==> config.mk <==
export PLATFORM = sky130hd
export DESIGN_NAME = spi_fifo_master
export DESIGN_NICKNAME = d
export VERILOG_FILES = /design/src/rtl/spi_fm_pkg.sv /design/src/rtl/spi_fm_fifo.sv /design/src/rtl/spi_fm_clkgen.sv /design/src/rtl/spi_fm_engine.sv /design/src/rtl/spi_fifo_master.sv
export SDC_FILE = /design/constraint.sdc
export NUM_CORES = 1
export LEC_CHECK = 0
export BUFFER_PORTS_ARGS = -buffer_cell sky130_fd_sc_hd__buf_4
export CAP_MARGIN = 10
export CORE_MARGIN = 3
export CORE_UTILIZATION = 55
export DETAILED_ROUTE_END_ITERATION = 7
export PLACE_DENSITY_LB_ADDON = 0.15
export REMOVE_ABC_BUFFERS = 1
export SYNTH_ARGS = -nofsm -noshare
export SYNTH_HDL_FRONTEND = slang
export SYNTH_SLANG_ARGS = --single-unit
==> constraint.sdc <==
create_clock -name clk -period 13 [get_ports clk]
set_input_delay 0.65 -clock clk [delete_from_list [all_inputs] [get_ports clk]]
set_output_delay 0.65 -clock clk [all_outputs]
set_load 0.01 [all_outputs]
==> src/rtl/spi_fm_pkg.sv <==
package spi_fm_pkg;
  localparam int DW = 16;
  localparam int NW = $clog2(DW) + 1;
  localparam logic [4:0] OFS_FMT  = 5'h00;
  localparam logic [4:0] OFS_CTL  = 5'h04;
  localparam logic [4:0] OFS_DATA = 5'h08;
  localparam logic [4:0] OFS_STAT = 5'h0C;
  localparam logic [4:0] OFS_PRE  = 5'h10;
  localparam logic [4:0] OFS_EVT  = 5'h14;

  // width code -> bits per frame, codes below 3 clamp to 4 bits
  function automatic logic [NW-1:0] frame_bits(input logic [3:0] code);
    if (code < 4'd3) return NW'(4);
    return NW'(code) + NW'(1);
  endfunction

  function automatic logic [DW-1:0] width_mask(input logic [NW-1:0] nb);
    return DW'((32'h1 << nb) - 32'h1);
  endfunction

  // system clocks per serial half period
  function automatic logic [15:0] half_cycles(input logic [7:0] pre, input logic [7:0] rate);
    logic [15:0] p;
    p = {9'b0, pre[7:1]};
    if (p == 16'd0) p = 16'd1;
    return 16'(p * ({8'b0, rate} + 16'd1));
  endfunction
endpackage

==> src/rtl/spi_fm_fifo.sv <==
module spi_fm_fifo #(
  parameter int DW    = 16,
  parameter int DEPTH = 8
) (
  input  logic          clk,
  input  logic          rst_n,
  input  logic          push,
  input  logic [DW-1:0] wdata,
  input  logic          pop,
  output logic [DW-1:0] rdata,
  output logic [$clog2(DEPTH):0] count,
  output logic          full,
  output logic          empty
);
  localparam int AW = $clog2(DEPTH);
  logic [DW-1:0] mem [DEPTH];
  logic [AW-1:0] wp, rp;
  logic push_ok, pop_ok;

  assign full    = (int'(count) == DEPTH);
  assign empty   = (count == '0);
  assign push_ok = push && !full;
  assign pop_ok  = pop && !empty;
  assign rdata   = mem[rp];

  function automatic logic [AW-1:0] nxt(input logic [AW-1:0] p);
    return (int'(p) == DEPTH-1) ? '0 : p + AW'(1);
  endfunction

  always_ff @(posedge clk) if (push_ok) mem[wp] <= wdata;

  always_ff @(posedge clk or negedge rst_n) begin
    if (!rst_n) begin
      wp <= '0; rp <= '0; count <= '0;
    end else begin
      if (push_ok) wp <= nxt(wp);
      if (pop_ok)  rp <= nxt(rp);
      if (push_ok && !pop_ok)      count <= count + 1'b1;
      else if (pop_ok && !push_ok) count <= count - 1'b1;
    end
  end

  assert_fifo_bound_R7: assert property (@(posedge clk) disable iff (!rst_n)
    int'(count) <= DEPTH);
  assert_fifo_fill_R7: assert property (@(posedge clk) disable iff (!rst_n)
    (push && full && !pop) |=> $stable(count));
endmodule

==> src/rtl/spi_fm_clkgen.sv <==
module spi_fm_clkgen (
  input  logic        clk,
  input  logic        rst_n,
  input  logic        run,
  input  logic [15:0] half,
  output logic        tick
);
  logic [15:0] cnt;
  logic at_end;
  assign at_end = (cnt >= half - 16'd1);
  assign tick   = run && at_end;

  always_ff @(posedge clk or negedge rst_n) begin
    if (!rst_n)          cnt <= '0;
    else if (!run || at_end) cnt <= '0;
    else                 cnt <= cnt + 16'd1;
  end

  assert_tick_gap_R5: assert property (@(posedge clk) disable iff (!rst_n)
    (tick && half > 16'd1 && $stable(half)) |=> !tick);
endmodule

==> src/rtl/spi_fm_engine.sv <==
module spi_fm_engine #(
  parameter int DW = 16,
  parameter int NW = 5
) (
  input  logic          clk,
  input  logic          rst_n,
  input  logic          en,
  input  logic          pol,
  input  logic          pha,
  input  logic          loop_en,
  input  logic [NW-1:0] nbits,
  input  logic          tx_avail,
  input  logic [DW-1:0] tx_word,
  input  logic          miso,
  input  logic          tick,
  output logic          tx_pop,
  output logic          rx_push,
  output logic [DW-1:0] rx_word,
  output logic          active,
  output logic          sclk,
  output logic          mosi,
  output logic          cs_n
);
  localparam int CW = $clog2(2*DW) + 1;
  logic [CW-1:0] edge_cnt;
  logic [NW-1:0] nb_q;
  logic [DW-1:0] tx_sr, rx_sr, rx_next;
  logic is_lead, samp, drv, last_edge, sin;

  assign sin       = loop_en ? tx_sr[DW-1] : miso;
  assign is_lead   = ~edge_cnt[0];
  assign samp      = active && tick && (is_lead ^ pha);
  assign drv       = active && tick && !(is_lead ^ pha) && !(pha && edge_cnt == '0);
  assign last_edge = active && tick && (edge_cnt == CW'(2*int'(nb_q) - 1));
  assign tx_pop    = en && !active && tx_avail;
  assign rx_push   = last_edge;
  assign rx_next   = samp ? {rx_sr[DW-2:0], sin} : rx_sr;
  assign rx_word   = rx_next & spi_fm_pkg::width_mask(nb_q);
  assign mosi      = tx_sr[DW-1];

  always_ff @(posedge clk or negedge rst_n) begin
    if (!rst_n) begin
      active <= 1'b0; cs_n <= 1'b1; sclk <= 1'b0; edge_cnt <= '0;
      nb_q <= NW'(4); tx_sr <= '0; rx_sr <= '0;
    end else if (!en) begin
      active <= 1'b0; cs_n <= 1'b1; sclk <= pol;
    end else if (tx_pop) begin
      active <= 1'b1; cs_n <= 1'b0; sclk <= pol; edge_cnt <= '0;
      nb_q <= nbits; rx_sr <= '0;
      tx_sr <= tx_word << (DW - int'(nbits));
    end else if (active && tick) begin
      sclk     <= ~sclk;
      edge_cnt <= edge_cnt + CW'(1);
      rx_sr    <= rx_next;
      if (drv) tx_sr <= tx_sr << 1;
      if (last_edge) begin
        active <= 1'b0; cs_n <= 1'b1;
      end
    end else if (!active) begin
      sclk <= pol;
    end
  end

  assert_sclk_idle_R4: assert property (@(posedge clk) disable iff (!rst_n)
    (cs_n && $past(cs_n) && $stable(pol)) |-> sclk == pol);
  assert_frame_len_R3: assert property (@(posedge clk) disable iff (!rst_n)
    ($rose(cs_n) && $past(en)) |-> $past(edge_cnt) == CW'(2*int'($past(nb_q)) - 1));
  assert_halt_R10: assert property (@(posedge clk) disable iff (!rst_n)
    !$past(en) |-> cs_n);
endmodule

==> src/rtl/spi_fifo_master.sv <==
module spi_fifo_master #(
  parameter int DEPTH = 8
) (
  input  logic        clk,
  input  logic        rst_n,
  input  logic [4:0]  bus_addr,
  input  logic        bus_wr,
  input  logic        bus_rd,
  input  logic [15:0] bus_wdata,
  output logic [15:0] bus_rdata,
  output logic        irq,
  output logic        spi_sclk,
  output logic        spi_mosi,
  input  logic        spi_miso,
  output logic        spi_cs_n
);
  import spi_fm_pkg::*;
  localparam int CNTW = $clog2(DEPTH) + 1;

  logic [15:0] fmt_q;
  logic [6:0]  ctl_q;
  logic [7:0]  pre_q;
  logic        ovr_q;
  logic [NW-1:0] nbits;
  logic [DW-1:0] tx_rdata, rx_rdata, rx_word;
  logic [CNTW-1:0] tx_cnt, rx_cnt;
  logic tx_full, tx_empty, rx_full, rx_empty;
  logic tx_push, tx_pop, rx_push, rx_pop, active, tick, busy;
  logic [2:0] evt;

  assign nbits   = frame_bits(fmt_q[3:0]);
  assign tx_push = bus_wr && bus_addr == OFS_DATA;
  assign rx_pop  = bus_rd && bus_addr == OFS_DATA;
  assign busy    = active || !tx_empty;
  assign evt     = {ovr_q, int'(tx_cnt) <= DEPTH/2, int'(rx_cnt) >= DEPTH/2};
  assign irq     = |(evt & ctl_q[2:0]);

  always_ff @(posedge clk or negedge rst_n) begin
    if (!rst_n) begin
      fmt_q <= '0; ctl_q <= '0; pre_q <= '0; ovr_q <= 1'b0;
    end else begin
      if (bus_wr && bus_addr == OFS_FMT) fmt_q <= bus_wdata;
      if (bus_wr && bus_addr == OFS_CTL) ctl_q <= bus_wdata[6:0];
      if (bus_wr && bus_addr == OFS_PRE) pre_q <= bus_wdata[7:0];
      if (rx_push && rx_full)            ovr_q <= 1'b1;
      else if (bus_wr && bus_addr == OFS_EVT) ovr_q <= 1'b0;
    end
  end

  always_comb begin
    case (bus_addr)
      OFS_FMT:  bus_rdata = fmt_q;
      OFS_CTL:  bus_rdata = {9'b0, ctl_q};
      OFS_DATA: bus_rdata = rx_empty ? 16'h0 : rx_rdata;
      OFS_STAT: bus_rdata = {11'b0, busy, rx_full, !rx_empty, !tx_full, tx_empty};
      OFS_PRE:  bus_rdata = {8'b0, pre_q};
      OFS_EVT:  bus_rdata = {13'b0, evt};
      default:  bus_rdata = 16'h0;
    endcase
  end

  spi_fm_fifo #(.DW(DW), .DEPTH(DEPTH)) u_txq (
    .clk(clk), .rst_n(rst_n), .push(tx_push), .wdata(bus_wdata & width_mask(nbits)),
    .pop(tx_pop), .rdata(tx_rdata), .count(tx_cnt), .full(tx_full), .empty(tx_empty));

  spi_fm_fifo #(.DW(DW), .DEPTH(DEPTH)) u_rxq (
    .clk(clk), .rst_n(rst_n), .push(rx_push), .wdata(rx_word),
    .pop(rx_pop), .rdata(rx_rdata), .count(rx_cnt), .full(rx_full), .empty(rx_empty));

  spi_fm_clkgen u_clk (
    .clk(clk), .rst_n(rst_n), .run(active), .half(half_cycles(pre_q, fmt_q[15:8])), .tick(tick));

  spi_fm_engine #(.DW(DW), .NW(NW)) u_eng (
    .clk(clk), .rst_n(rst_n), .en(ctl_q[4]), .pol(fmt_q[6]), .pha(fmt_q[7]),
    .loop_en(ctl_q[3]), .nbits(nbits), .tx_avail(!tx_empty), .tx_word(tx_rdata),
    .miso(spi_miso), .tick(tick), .tx_pop(tx_pop), .rx_push(rx_push), .rx_word(rx_word),
    .active(active), .sclk(spi_sclk), .mosi(spi_mosi), .cs_n(spi_cs_n));

  assert_ovr_set_R8: assert property (@(posedge clk) disable iff (!rst_n)
    (rx_push && rx_full) |=> ovr_q);
  assert_empty_read_R12: assert property (@(posedge clk) disable iff (!rst_n)
    (rx_pop && rx_empty && !rx_push) |=> rx_cnt == '0);
  assert_busy_R11: assert property (@(posedge clk) disable iff (!rst_n)
    !spi_cs_n |-> busy);
endmodule

==> results.md, run 1 <==
- Status: completed
- Vias: between 10000 and 15000
- Mapped Area: approximately 0.020 mm^2
- Die Area: 0.0385 mm^2
- R2R cell count: 26
- Post-CTS setup buffers: 0
- Critical-path top delay cell: and3_1
- Max FO, Critical Path: 17
- Diodes inserted: 0
- Final HPWL DP: around 33 mm
- PwrDens: 206 mW/mm^2
- Die Y: 196 um
- Final number of hold-violating endpoints: 0
- Max_slew headroom: 20.7%
- Unrepaired setup endpoints after global routing: false
- Worst r2r dst: u_rxq.mem[4][10]$_DFFE_PP_
- H-tree level count: 2
- Initial antenna violation count: 1
- Fin crit period: 8420 ps
- Gr usage total: 24.9%
- # setup viols final: 0
- Top_reg_cell synth: edfxtp_1
- Hold_buf cts: 0
- Detailed Route Iter0 Violations: 1156
- Flop-to-flop setup slack: 4580 ps
- First-pass GRT wire length: 73.7 mm
- Post-synth cell types: 79
- Max incr delay on CP: 970 ps
- Final max-slew violation count: 0
- CTS Sinks: 370
- Setup TNS: 0 ps
- Fill cells: approximately 2800
- Peak supply drop: about 0.19 mV
- R2R Path Start: fmt_q[8]$_DFFE_PN0P_
- Drt via density: roughly 6
- LEAKAGE: 8.35 nW
- Critical Path RT: 13220 ps
- Hold WC Path Type: input port to asynchronous set/reset pin
- Flip-flop and latch area: 0.0105 mm^2
- Post-Synthesis Mean Instance Area: 12.8 um^2
- Mapped Cells: 1549
- Fmax: between 0.1 and 0.15 GHz
- Port buffer count: 45
- Final WL: 47.3 mm
- Initial core utilization: between 50% and 60%
- Critical path arrival: 8640 ps
- Worst setup path class: flip-flop to flip-flop
- Total core area: 0.0356 mm^2
- Die W: roughly 200 um
- Crit start category: flip-flop
- # Max-Cap Violations: 0
- Worst Max-Slew Pin Slew: 1190 ps
- Crit end category: flip-flop
- Buf/Inv on CP: 3
- GPL Wtd Cong: 0.889
- Largest net degree at the start of global routing: slightly below 80
- Longest Clk Path Bufs: 3
- Detail Route Antenna Nets: 0
- Clock transition at path regs: 60 ps
- Yosys warns: 0
- Routed wire length per instance: approximately 23 um
- Final period utilization: 64.7%
- DP Area: 0.0207 mm^2
- Setup crit end: u_rxq.mem[4][10]$_DFFE_PP_
- CP startpoint: fmt_q[8]$_DFFE_PN0P_
- Crit-path leading delay family: adder cells
- Pre-CTS setup slack: 4640 ps
- Final nets: 1749
- Clock Skew: roughly 19 ps
- Cell depth of the worst setup path: 26
- Area of the multi-input gates: between 0.008 and 0.009 mm^2
- Setup ws final: 4580 ps
- Async set-reset flop share out of synthesis: 30.8%
- TritonCTS clock tree: yes
- #FFs+latches synth: 370
- Rows: 69
- Sequential share of the synthesized area: 53.0%
- Ports: 46
- Layout cells sized above 1: 17.1%
- Vias in the first global route: between 10000 and 15000
- First-pass DRT Iterations: 7
- CTS resizes: 0
- CTS Root Cell: clkbuf_16
- EDFF count, synth: 256
- Residual DRC: 0
- Gr ovfl total: 0
- Syn-to-layout area delta: 11.4%
- Clk_lat worst skew: 560 ps
- Fin area: 0.0222 mm^2
- Crit-path most repeated cell: fa_1
- TritonCTS buffer count: 40
kinds of logic (layout without fill, tap and decap cells):
kind of cell    after synthesis  in the layout  synth area share, %
compound gates              245            245                 8.06
xor+xnor                     64             64                 2.82
fa+ha+maj                   127            127                 9.54
buf+inv                     160            238                 3.25
flops                       370            370                 53.0
mux                         166            166                 13.1
simple gates                417            417                 10.3
sequential cells by signal, summed over array words and instances (netlist names):
signal and count:
u_rxq.mem 128, u_rxq.wp 3, u_txq.mem 128, u_eng.rx_sr 16
u_rxq.count 4, u_clk.cnt 16, u_eng.nb_q 5, ctl_q 7
u_eng.sclk 1, pre_q 8, u_eng.cs_n 1, u_txq.count 4
u_rxq.rp 3, u_eng.tx_sr 16, u_txq.wp 3, u_eng.active 1
ovr_q 1, u_txq.rp 3, fmt_q 16, u_eng.edge_cnt 6
Yosys cell counts (all sizes together) (7+ instances only):
cell type | n | area share, %
mux2i | 56 | 2.8
a31oi | 12 | 0.38
edfxtp | 256 | 39
o21ai | 70 | 1.8
nand3 | 40 | 1.0
xnor2 | 40 | 1.8
mux2 | 43 | 2.5
mux4 | 67 | 7.8
nand2b | 19 | 0.60
or2 | 15 | 0.47
and3 | 10 | 0.31
xor2 | 24 | 1.1
a22oi | 10 | 0.45
a22o | 20 | 0.88
nor2b | 22 | 0.69
a21oi | 53 | 1.4
inv | 93 | 1.8
o22ai | 9 | 0.31
dfrtp | 112 | 14
nor3 | 26 | 0.68
nand4 | 9 | 0.28
nand2 | 123 | 2.3
a21o | 15 | 0.57
and2 | 26 | 0.82
fa | 41 | 4.1
nor2 | 95 | 1.8
buf | 21 | 0.63
clkbuf | 44 | 0.83
or3 | 7 | 0.22
ha | 86 | 5.4
o211ai | 10 | 0.38
how the worst min path moves through the flow:
stage	from	end	slack, ps	cells after the start
6_report	rst_n	u_rxq.rp[1]$_DFFE_PN0P_	90	1
5_1_grt	rst_n	u_rxq.rp[1]$_DFFE_PN0P_	120	1
4_1_cts	rst_n	u_rxq.rp[1]$_DFFE_PN0P_	90	1
3_5_place_dp	pre_q[0]$_DFFE_PN0P_	pre_q[0]$_DFFE_PN0P_	480	2
3_3_place_gp	pre_q[0]$_DFFE_PN0P_	pre_q[0]$_DFFE_PN0P_	470	2
2_1_floorplan	rst_n	ctl_q[0]$_DFFE_PN0P_	350	0
power by group:
group / switching (mW) / internal (mW) / total [mW]
clock network: 0.471 / 0.723 / 1.19
registers: 0.119 / 1.36 / 1.48
logic: 1.09 / 0.796 / 1.89
total: 1.68 / 2.88 / 4.56
routing by layer:
metal	vias up	wire length (um)	track usage (%)
li1	5804	-	-
met1	6461	20000	35.0
met2	364	22900	40.1
met3	85	2920	4.52
met4	2	1420	7.74
met5	-	13	0
cell type report:
type                            count  area share, %
Sequential cell                   370           47.6
Multi-Input combinational cell   1019           39.5
Tap cell                          461           2.60
Clock inverter                     26           1.57
Clock buffer                       47           4.73
Timing Repair Buffer               70           2.37
Inverter                           95           1.61
cell usage in the layout, fill, tap and decap left out, drive strengths merged, types with 17 or more instances in the layout:
master | netlist | final
a21oi | 53 | 53
a22o | 20 | 20
and2 | 26 | 26
buf | 21 | 70
clkbuf | 44 | 47
clkinv | 2 | 17
dfrtp | 112 | 112
edfxtp | 256 | 256
fa | 41 | 41
ha | 86 | 86
inv | 93 | 95
mux2 | 43 | 43
mux2i | 56 | 56
mux4 | 67 | 67
nand2 | 123 | 123
nand2b | 19 | 19
nand3 | 40 | 40
nor2 | 95 | 95
nor2b | 22 | 22
nor3 | 26 | 26
o21ai | 70 | 70
xnor2 | 40 | 40
xor2 | 24 | 24
per-stage QoR:
stage,std cells,hold slack (ps),utilization [%],power (mW)
6_report,2088,93.8,62.3,4.56
5_1_grt,2088,118,62.3,4.87
4_1_cts,2087,94.3,62.3,4.59
3_5_place_dp,2014,478,58.3,3.39
3_3_place_gp,2014,470,58.3,3.35
2_1_floorplan,1484,354,-,2.90
(Power assumes the default switching activity.)
==> run 2: changes to the inputs <==
==> constraint.sdc (replaced) <==
create_clock -name clk -period 7 [get_ports clk]
set_input_delay 0.35 -clock clk [delete_from_list [all_inputs] [get_ports clk]]
set_output_delay 0.35 -clock clk [all_outputs]
set_load 0.01 [all_outputs]
==> run 2 against run 1 <==
Combinational power up 120%. Non-clock buffer count up 62. Flip-flop and latch count stayed put. Power grew 97%. Clock power rose by 76%. Critical path type unchanged. Largest power group unchanged. Highest routed layer is now met4.
==> results.md, run 2 (synthesis results as in run 1) <==
- Status: completed
- LEAKAGE: 8.70 nW (+4.3%)
- Hold WS: 71.0 ps (-22.8 ps)
- First-pass DRT Iterations: 6 (-1)
- Rows: 69 (unchanged)
- Max_slew headroom: 21.5% (+0.87 points)
- Fmax: 0.147 GHz (+23%)
- Peak supply drop: 0.423 mV (+130%)
- Initial antenna violation count: 0 (-1)
- Critical Path RT: 7250 ps (-5970 ps)
- Hold path depth: 2
- Worst Max-Slew Pin Slew: 1170 ps (-19.5 ps)
- Flop-to-flop setup slack: 180 ps (-4400 ps)
- # Max-Cap Violations: 0 (unchanged)
- Residual DRC: 0 (unchanged)
- Clk_lat worst skew: 570 ps (about the same)
- Crit-path most repeated cell: fa_1
- Longest Clk Path Bufs: 3 (unchanged)
- Worst r2r dst: u_rxq.mem[0][3]$_DFFE_PP_
- First-pass GRT wire length: 73.7 mm (about the same)
- Hold WC Path Type: input port to flip-flop
- Drt via density: 6.03 (-1.0%)
- Layout cells sized above 1: 23.8% (+6.7 points)
- Routed wire length per instance: 22.0 um (-2.8%)
- Fin crit period: 6820 ps (-1600 ps)
- Final number of hold-violating endpoints: 0 (unchanged)
- Crit end category: flip-flop
- Non-filler cells, final: 2153 (+3.1%)
- Gr ovfl total: 0 (unchanged)
- Vias in the first global route: 12700 (+1.0%)
- R2R Path Start: fmt_q[8]$_DFFE_PN0P_
- CTS Sinks: 370 (unchanged)
- R2R cell count: 26 (unchanged)
- Die Y: 196 um (unchanged)
- Fill cells: 2650 (-5.2%)
- Gr usage total: 24.8% (-0.13 points)
- Critical-path top delay cell: fa_1
- Largest net degree at the start of global routing: 63 (-19%)
- Final WL: 47.4 mm (+0.26%)
- Detail Route Antenna Nets: 0 (unchanged)
- # setup viols final: 0 (unchanged)
- Clock transition at path regs: 60 ps (about the same)
- TritonCTS buffer count: 41 (+2.5%)
- Diodes inserted: 0 (unchanged)
- Die Area: 0.0385 mm^2 (unchanged)
- Max incr delay on CP: 560 ps (-410 ps)
- Final max-slew violation count: 0 (unchanged)
- Placed cells: 2059 (+2.2%)
- Hold_sp: bus_wdata[14]
- Vias: 13000 (+2.1%)
- Total core area: 0.0356 mm^2 (unchanged)
- Most common cell after layout, fill and taps aside: edfxtp_1
- Hold endpoint: fmt_q[14]$_DFFE_PN0P_
- Final nets: 1812 (+3.6%)
- Crit start category: flip-flop
- PwrDens: 391 mW/mm^2 (+90%)
- Critical path arrival: 7070 ps (-1570 ps)
- Final HPWL DP: 33.0 mm (+0.13%)
- Largest regs: u_rxq.mem (128), u_txq.mem (128)
- Unrepaired setup endpoints after global routing: true
- Die W: 196 um (unchanged)
- Initial core utilization: 55.9% (unchanged)
- H-tree level count: 2 (unchanged)
- Commonest non-fill, non-tap cells in the layout: 256 x edfxtp_1, 126 x buf_4, 117 x nand2_1
- CTS Root Cell: clkbuf_16
- TritonCTS clock tree: yes
- Port buffer count: 45 (unchanged)
- Detailed Route Iter0 Violations: 938 (-19%)
- Final period utilization: 97.4% (+33 points)
- Clock Skew: 22.2 ps (+3.59 ps)
- Worst setup path class: flip-flop to flip-flop
- Max FO, Critical Path: 8 (-9)
- GPL Wtd Cong: 0.903 (+1.6%)
- Ports: 46 (unchanged)
- Syn-to-layout area delta: 15.5%
run 2: changes by cell type in the layout (fill, tap and decap cells not counted), moves of 7 or more:
cell     delta
a21oi_2     +7
ha_1       -11
a21oi_1     -8
nor2_2      +8
buf_4      +56
nor2_1     -10
ha_4       +10
run 2: area by class of cell:
cell class              count  area [um^2]  share of cell area (%)
clock buffers              51         1120                    4.86
clock inverters            25          193                   0.839
inverters                  95          359                    1.56
multi-input cells        1019         9150                    39.8
flip-flops and latches    370        10600                    45.9
well taps                 461          577                    2.51
repair buffers            132         1030                    4.48
run 2: critical path, delay by kind of cell, from the launching register on:
| family | cells | cell delay (ps) |
|---|---|---|
| AO/OA/AOI/OAI | 5 | 1180 |
| flip-flops | 1 | 450 |
| buffers and inverters | 4 | 470 |
| XOR/XNOR | 2 | 360 |
| multiplexers | 1 | 300 |
| AND/OR/NAND/NOR | 8 | 1330 |
| adder cells (fa/ha/maj) | 6 | 2400 |
run 2: stage by stage:
stage / cell area [um^2] / total power [mW] / util, % / setup slack (ps) / TNS [ps]
global route: 23000 / 9.64 / 64.6 / -61.2 / -3780
detailed placement: 21100 / 6.42 / 59.3 / -238 / -13470
CTS: 22500 / 8.56 / 63.3 / -108 / -108
global placement: 21100 / 6.36 / 59.3 / -47.8 / -221
floorplan: 19600 / 5.38 / - / -921 / -69530
finish: 23000 / 8.98 / 64.6 / 180 / 0
run 2: metal layers:
layer / wire length [um] / GRT usage [%] / vias to the layer above
met3: 2270 / 4.00 / 90
met2: 23000 / 40.2 / 345
met4: 1490 / 7.95 / 0
met5: 0 / 0 / -
met1: 20700 / 34.8 / 6580
li1: - / - / 5965
run 2: how the worst max path moves through the flow:
stage                    startpoint                         end  slack, ps  cells after the start
4_1_cts        fmt_q[8]$_DFFE_PN0P_  u_rxq.count[3]$_DFFE_PN0P_       -110                     34
5_1_grt        fmt_q[8]$_DFFE_PN0P_  u_rxq.mem[5][13]$_DFFE_PP_        -60                     27
2_1_floorplan  fmt_q[8]$_DFFE_PN0P_   u_rxq.mem[2][0]$_DFFE_PP_       -920                     25
3_3_place_gp   fmt_q[8]$_DFFE_PN0P_  u_rxq.count[3]$_DFFE_PN0P_        -50                     31
6_report       fmt_q[8]$_DFFE_PN0P_   u_rxq.mem[0][3]$_DFFE_PP_        180                     26
3_5_place_dp   fmt_q[8]$_DFFE_PN0P_  u_rxq.count[3]$_DFFE_PN0P_       -240                     31
run 2: power by group:
group / internal, mW / switching, mW / total, mW
Clock: 1.21 / 0.875 / 2.09
Combinational: 1.90 / 2.26 / 4.15
Sequential: 2.52 / 0.220 / 2.74
run 2: timing repair:
| item | CTS | global route |
|---|---|---|
| pin swaps | 1 | 47 |
| gates resized for setup | 18 | 71 |
| hold endpoints to repair | 59 | 0 |
| hold buffers | 1 | 0 |
| setup endpoints to repair | 162 | 281 |
| setup buffers | 2 | 15 |
==> run 3: changes to the inputs <==
--- a/config.mk
+++ b/config.mk
@@ -7,10 +7,11 @@
 export LEC_CHECK = 0
 export BUFFER_PORTS_ARGS = -buffer_cell sky130_fd_sc_hd__buf_4
 export CAP_MARGIN = 10
+export CORE_ASPECT_RATIO = 2
 export CORE_MARGIN = 3
-export CORE_UTILIZATION = 55
+export CORE_UTILIZATION = 57
 export DETAILED_ROUTE_END_ITERATION = 7
-export PLACE_DENSITY_LB_ADDON = 0.15
+export PLACE_DENSITY = 0.75
 export REMOVE_ABC_BUFFERS = 1
 export SYNTH_ARGS = -nofsm -noshare
 export SYNTH_HDL_FRONTEND = slang
==> run 3 against run 2 <==
The run now ends with setup timing left. Sequential power hardly changed. Sequential share of layout area hardly changed. Wire length is 7.3% higher. Largest cell class unchanged. Clock skew is 1.4 ps lower. Combinational power is 5.8% higher. Global-route usage is 2.3 points higher. Utilization is 2.3 points higher. Clock-buffer cell count is 13 lower. Power is 1.2% lower. Cell count is 0.60% lower. Critical path depth is 9 higher. Largest power group unchanged.
==> results.md, run 3 (synthesis results as in run 1) <==
- Longest Clk Path Bufs: 3 (unchanged)
- TritonCTS clock tree: yes
- Fill cells: 2492 (-6.0%)
- Die Y: 270 um (+38%)
- # setup viols final: 1 (+1)
- Clock Skew: 20.8 ps (-1.43 ps)
- Non-filler cells, final: 2140 (-0.60%)
- Clk_lat worst skew: 580 ps (about the same)
- Die Area: 0.0373 mm^2 (-3.0%)
- Total power: 8.87 mW (-1.2%)
- Max_slew headroom: 24.3% (+2.7 points)
- CTS Sinks: 370 (unchanged)
- Detailed Route Iter0 Violations: 913 (-2.7%)
- Flop-to-flop setup slack: -70 ps (-250 ps)
- Gr usage total: 27.1% (+2.3 points)
- GPL Wtd Cong: 0.939 (+4.0%)
- Worst Max-Slew Pin Slew: 1130 ps (-44.5 ps)
- Final nets: 1828 (+0.88%)
- H-tree level count: 1 (-1)
- Die W: 138 um (-30%)
- Total internal power: 5.50 mW (-2.4%)
- Largest net degree at the start of global routing: 75 (+19%)
- R2R cell count: 35 (+35%)
- Sw frac: 38.0% (+0.74 points)
- Hold_sp: bus_wdata[10]
- Placed cells: 2060 (+0.049%)
- Setup ws final: -74.6 ps (-255 ps)
- R2R Path Start: fmt_q[8]$_DFFE_PN0P_
- Crit start category: flip-flop
- Peak supply drop: 0.305 mV (-28%)
- Rows: 96 (+39%)
- Buf/Inv on CP: 8 (+4)
- Setup TNS: -74.6 ps (-74.6 ps)
- Final WL: 50.9 mm (+7.3%)
- Ports: 46 (unchanged)
- Vias: 13200 (+1.7%)
- Residual DRC: 0 (unchanged)
- Gate power share: 49.5% (+3.3 points)
- Initial antenna violation count: 0 (unchanged)
- Hold endpoint: fmt_q[10]$_DFFE_PN0P_
- Flip-flop and latch area: 0.0106 mm^2 (about the same)
- Final HPWL DP: 36.8 mm (+11%)
- First-pass GRT wire length: 78.6 mm (+6.6%)
- CTS Root Cell: clkbuf_16
- Worst r2r dst: u_rxq.count[3]$_DFFE_PN0P_
- Hold WS: 33.3 ps (-37.7 ps)
- Flop pwr share: 30.8% (+0.2 points)
- Total core area: 0.0344 mm^2 (-3.4%)
- Final period utilization: 101% (+3.6 points)
- Critical Path RT: 7470 ps (+220 ps)
- Most common cell after layout, fill and taps aside: edfxtp_1
- Fin crit period: 7070 ps (+255 ps)
- Detail Route Antenna Nets: 0 (unchanged)
- Final max-slew violation count: 0 (unchanged)
- First-pass DRT Iterations: 7 (+1)
- Crit end category: flip-flop
- Vias in the first global route: 14100 (+10%)
- Fmax: 0.141 GHz (-3.6%)
- Crit-path leading delay family: adder cells
- Final number of hold-violating endpoints: 0 (unchanged)
- Initial core utilization: 57.9% (+2.0 points)
- Critical path arrival: 7540 ps (+470 ps)
- Hold WC Path Type: input port to flip-flop
- Unrepaired setup endpoints after global routing: true
- Largest regs: u_rxq.mem (128), u_txq.mem (128)
- Hold path depth: 2 (unchanged)
- Status: finished, violations left
- # Max-Cap Violations: 0 (unchanged)
- Area of the multi-input gates: 0.00916 mm^2 (about the same)
- TritonCTS buffer count: 30 (-27%)
- Diodes inserted: 0 (unchanged)
- Max incr delay on CP: 550 ps (about the same)
- Clock transition at path regs: 80 ps (+20 ps)
- Failing checks: setup timing
- Critical-path top delay cell: fa_1
- PwrDens: 386 mW/mm^2 (-1.2%)
- Drt via density: 6.17 (+2.4%)
- Final core utilization: 66.9% (+2.3 points)
- Worst setup path class: flip-flop to flip-flop
- LEAKAGE: 8.73 nW (+0.26%)
- Psw: 3.38 mW (+0.76%)
- Clock network power share: 19.7% (-3.5 points)
- Routed wire length per instance: 23.8 um (+8.0%)
- Gr ovfl total: 0 (unchanged)
- Layout cells sized above 1: 24.4% (+0.55 points)
- Port buffer count: 45 (unchanged)
- Syn-to-layout area delta: 15.5% (about the same)
- Cell depth of the worst setup path: 35 (+35%)
- Commonest non-fill, non-tap cells in the layout: 256 x edfxtp_1, 143 x buf_4, 118 x nand2_1
- Max FO, Critical Path: 5 (-3)
run 3: changes by cell type in the layout (fill, tap and decap cells not counted), sizes merged:
| cell | delta |
|---|---|
| clkbuf | -12 |
| clkinvlp | +1 |
| bufinv | +2 |
| clkinv | -10 |
| buf | +26 |
run 3: worst max-delay path by stage:
stage	startpoint	to	slack, ps
after global routing	fmt_q[8]$_DFFE_PN0P_	u_rxq.count[3]$_DFFE_PN0P_	-350
after CTS	fmt_q[8]$_DFFE_PN0P_	u_rxq.count[3]$_DFFE_PN0P_	-50
after global placement	fmt_q[8]$_DFFE_PN0P_	u_rxq.count[3]$_DFFE_PN0P_	-210
final	fmt_q[8]$_DFFE_PN0P_	u_rxq.count[3]$_DFFE_PN0P_	-70
after floorplan	fmt_q[8]$_DFFE_PN0P_	u_rxq.mem[2][0]$_DFFE_PP_	-920
after detailed placement	fmt_q[8]$_DFFE_PN0P_	u_rxq.count[3]$_DFFE_PN0P_	-430
run 3: power by group through the flow:
| stage | Clock [mW] | Sequential [mW] | Combinational, mW |
|---|---|---|---|
| finish | 1.75 | 2.74 | 4.39 |
| global route | 1.86 | 2.75 | 4.87 |
| CTS | 1.78 | 2.72 | 4.17 |
| detailed placement | 0 | 2.77 | 3.84 |
| global placement | 0 | 2.76 | 3.78 |
| floorplan | 0 | 2.74 | 2.64 |
run 3: metrics by stage:
step / setup slack, ps / cell area (um^2)
floorplan: -921 / 19600
global placement: -213 / 21300
detailed placement: -429 / 21300
CTS: -52.7 / 22700
global route: -350 / 23000
finish: -74.6 / 23000
run 3: repair_timing:
item                                    CTS  global route
hold buffers                              1             0
pin swaps                                34            38
resized for setup                        49            42
setup buffers                             8            15
endpoints found under the setup margin  235           291
cloned                                    0             1
endpoints found under the hold margin    40             0
run 3: cell type report:
| type | instances | share of cell area [%] |
|---|---|---|
| inverter | 95 | 1.57 |
| tap | 441 | 2.40 |
| sequential | 370 | 45.9 |
| multi-input combinational | 1019 | 39.9 |
| timing repair buffer | 159 | 5.82 |
| clock buffer | 38 | 3.54 |
| clock inverter | 18 | 0.877 |
run 3: per-layer routing:
metal / wire length, um / GRT usage, %
met1: 16600 / 27.9
met2: 28200 / 51.5
met3: 2460 / 3.74
met4: 3630 / 15.9
met5: 0 / 0
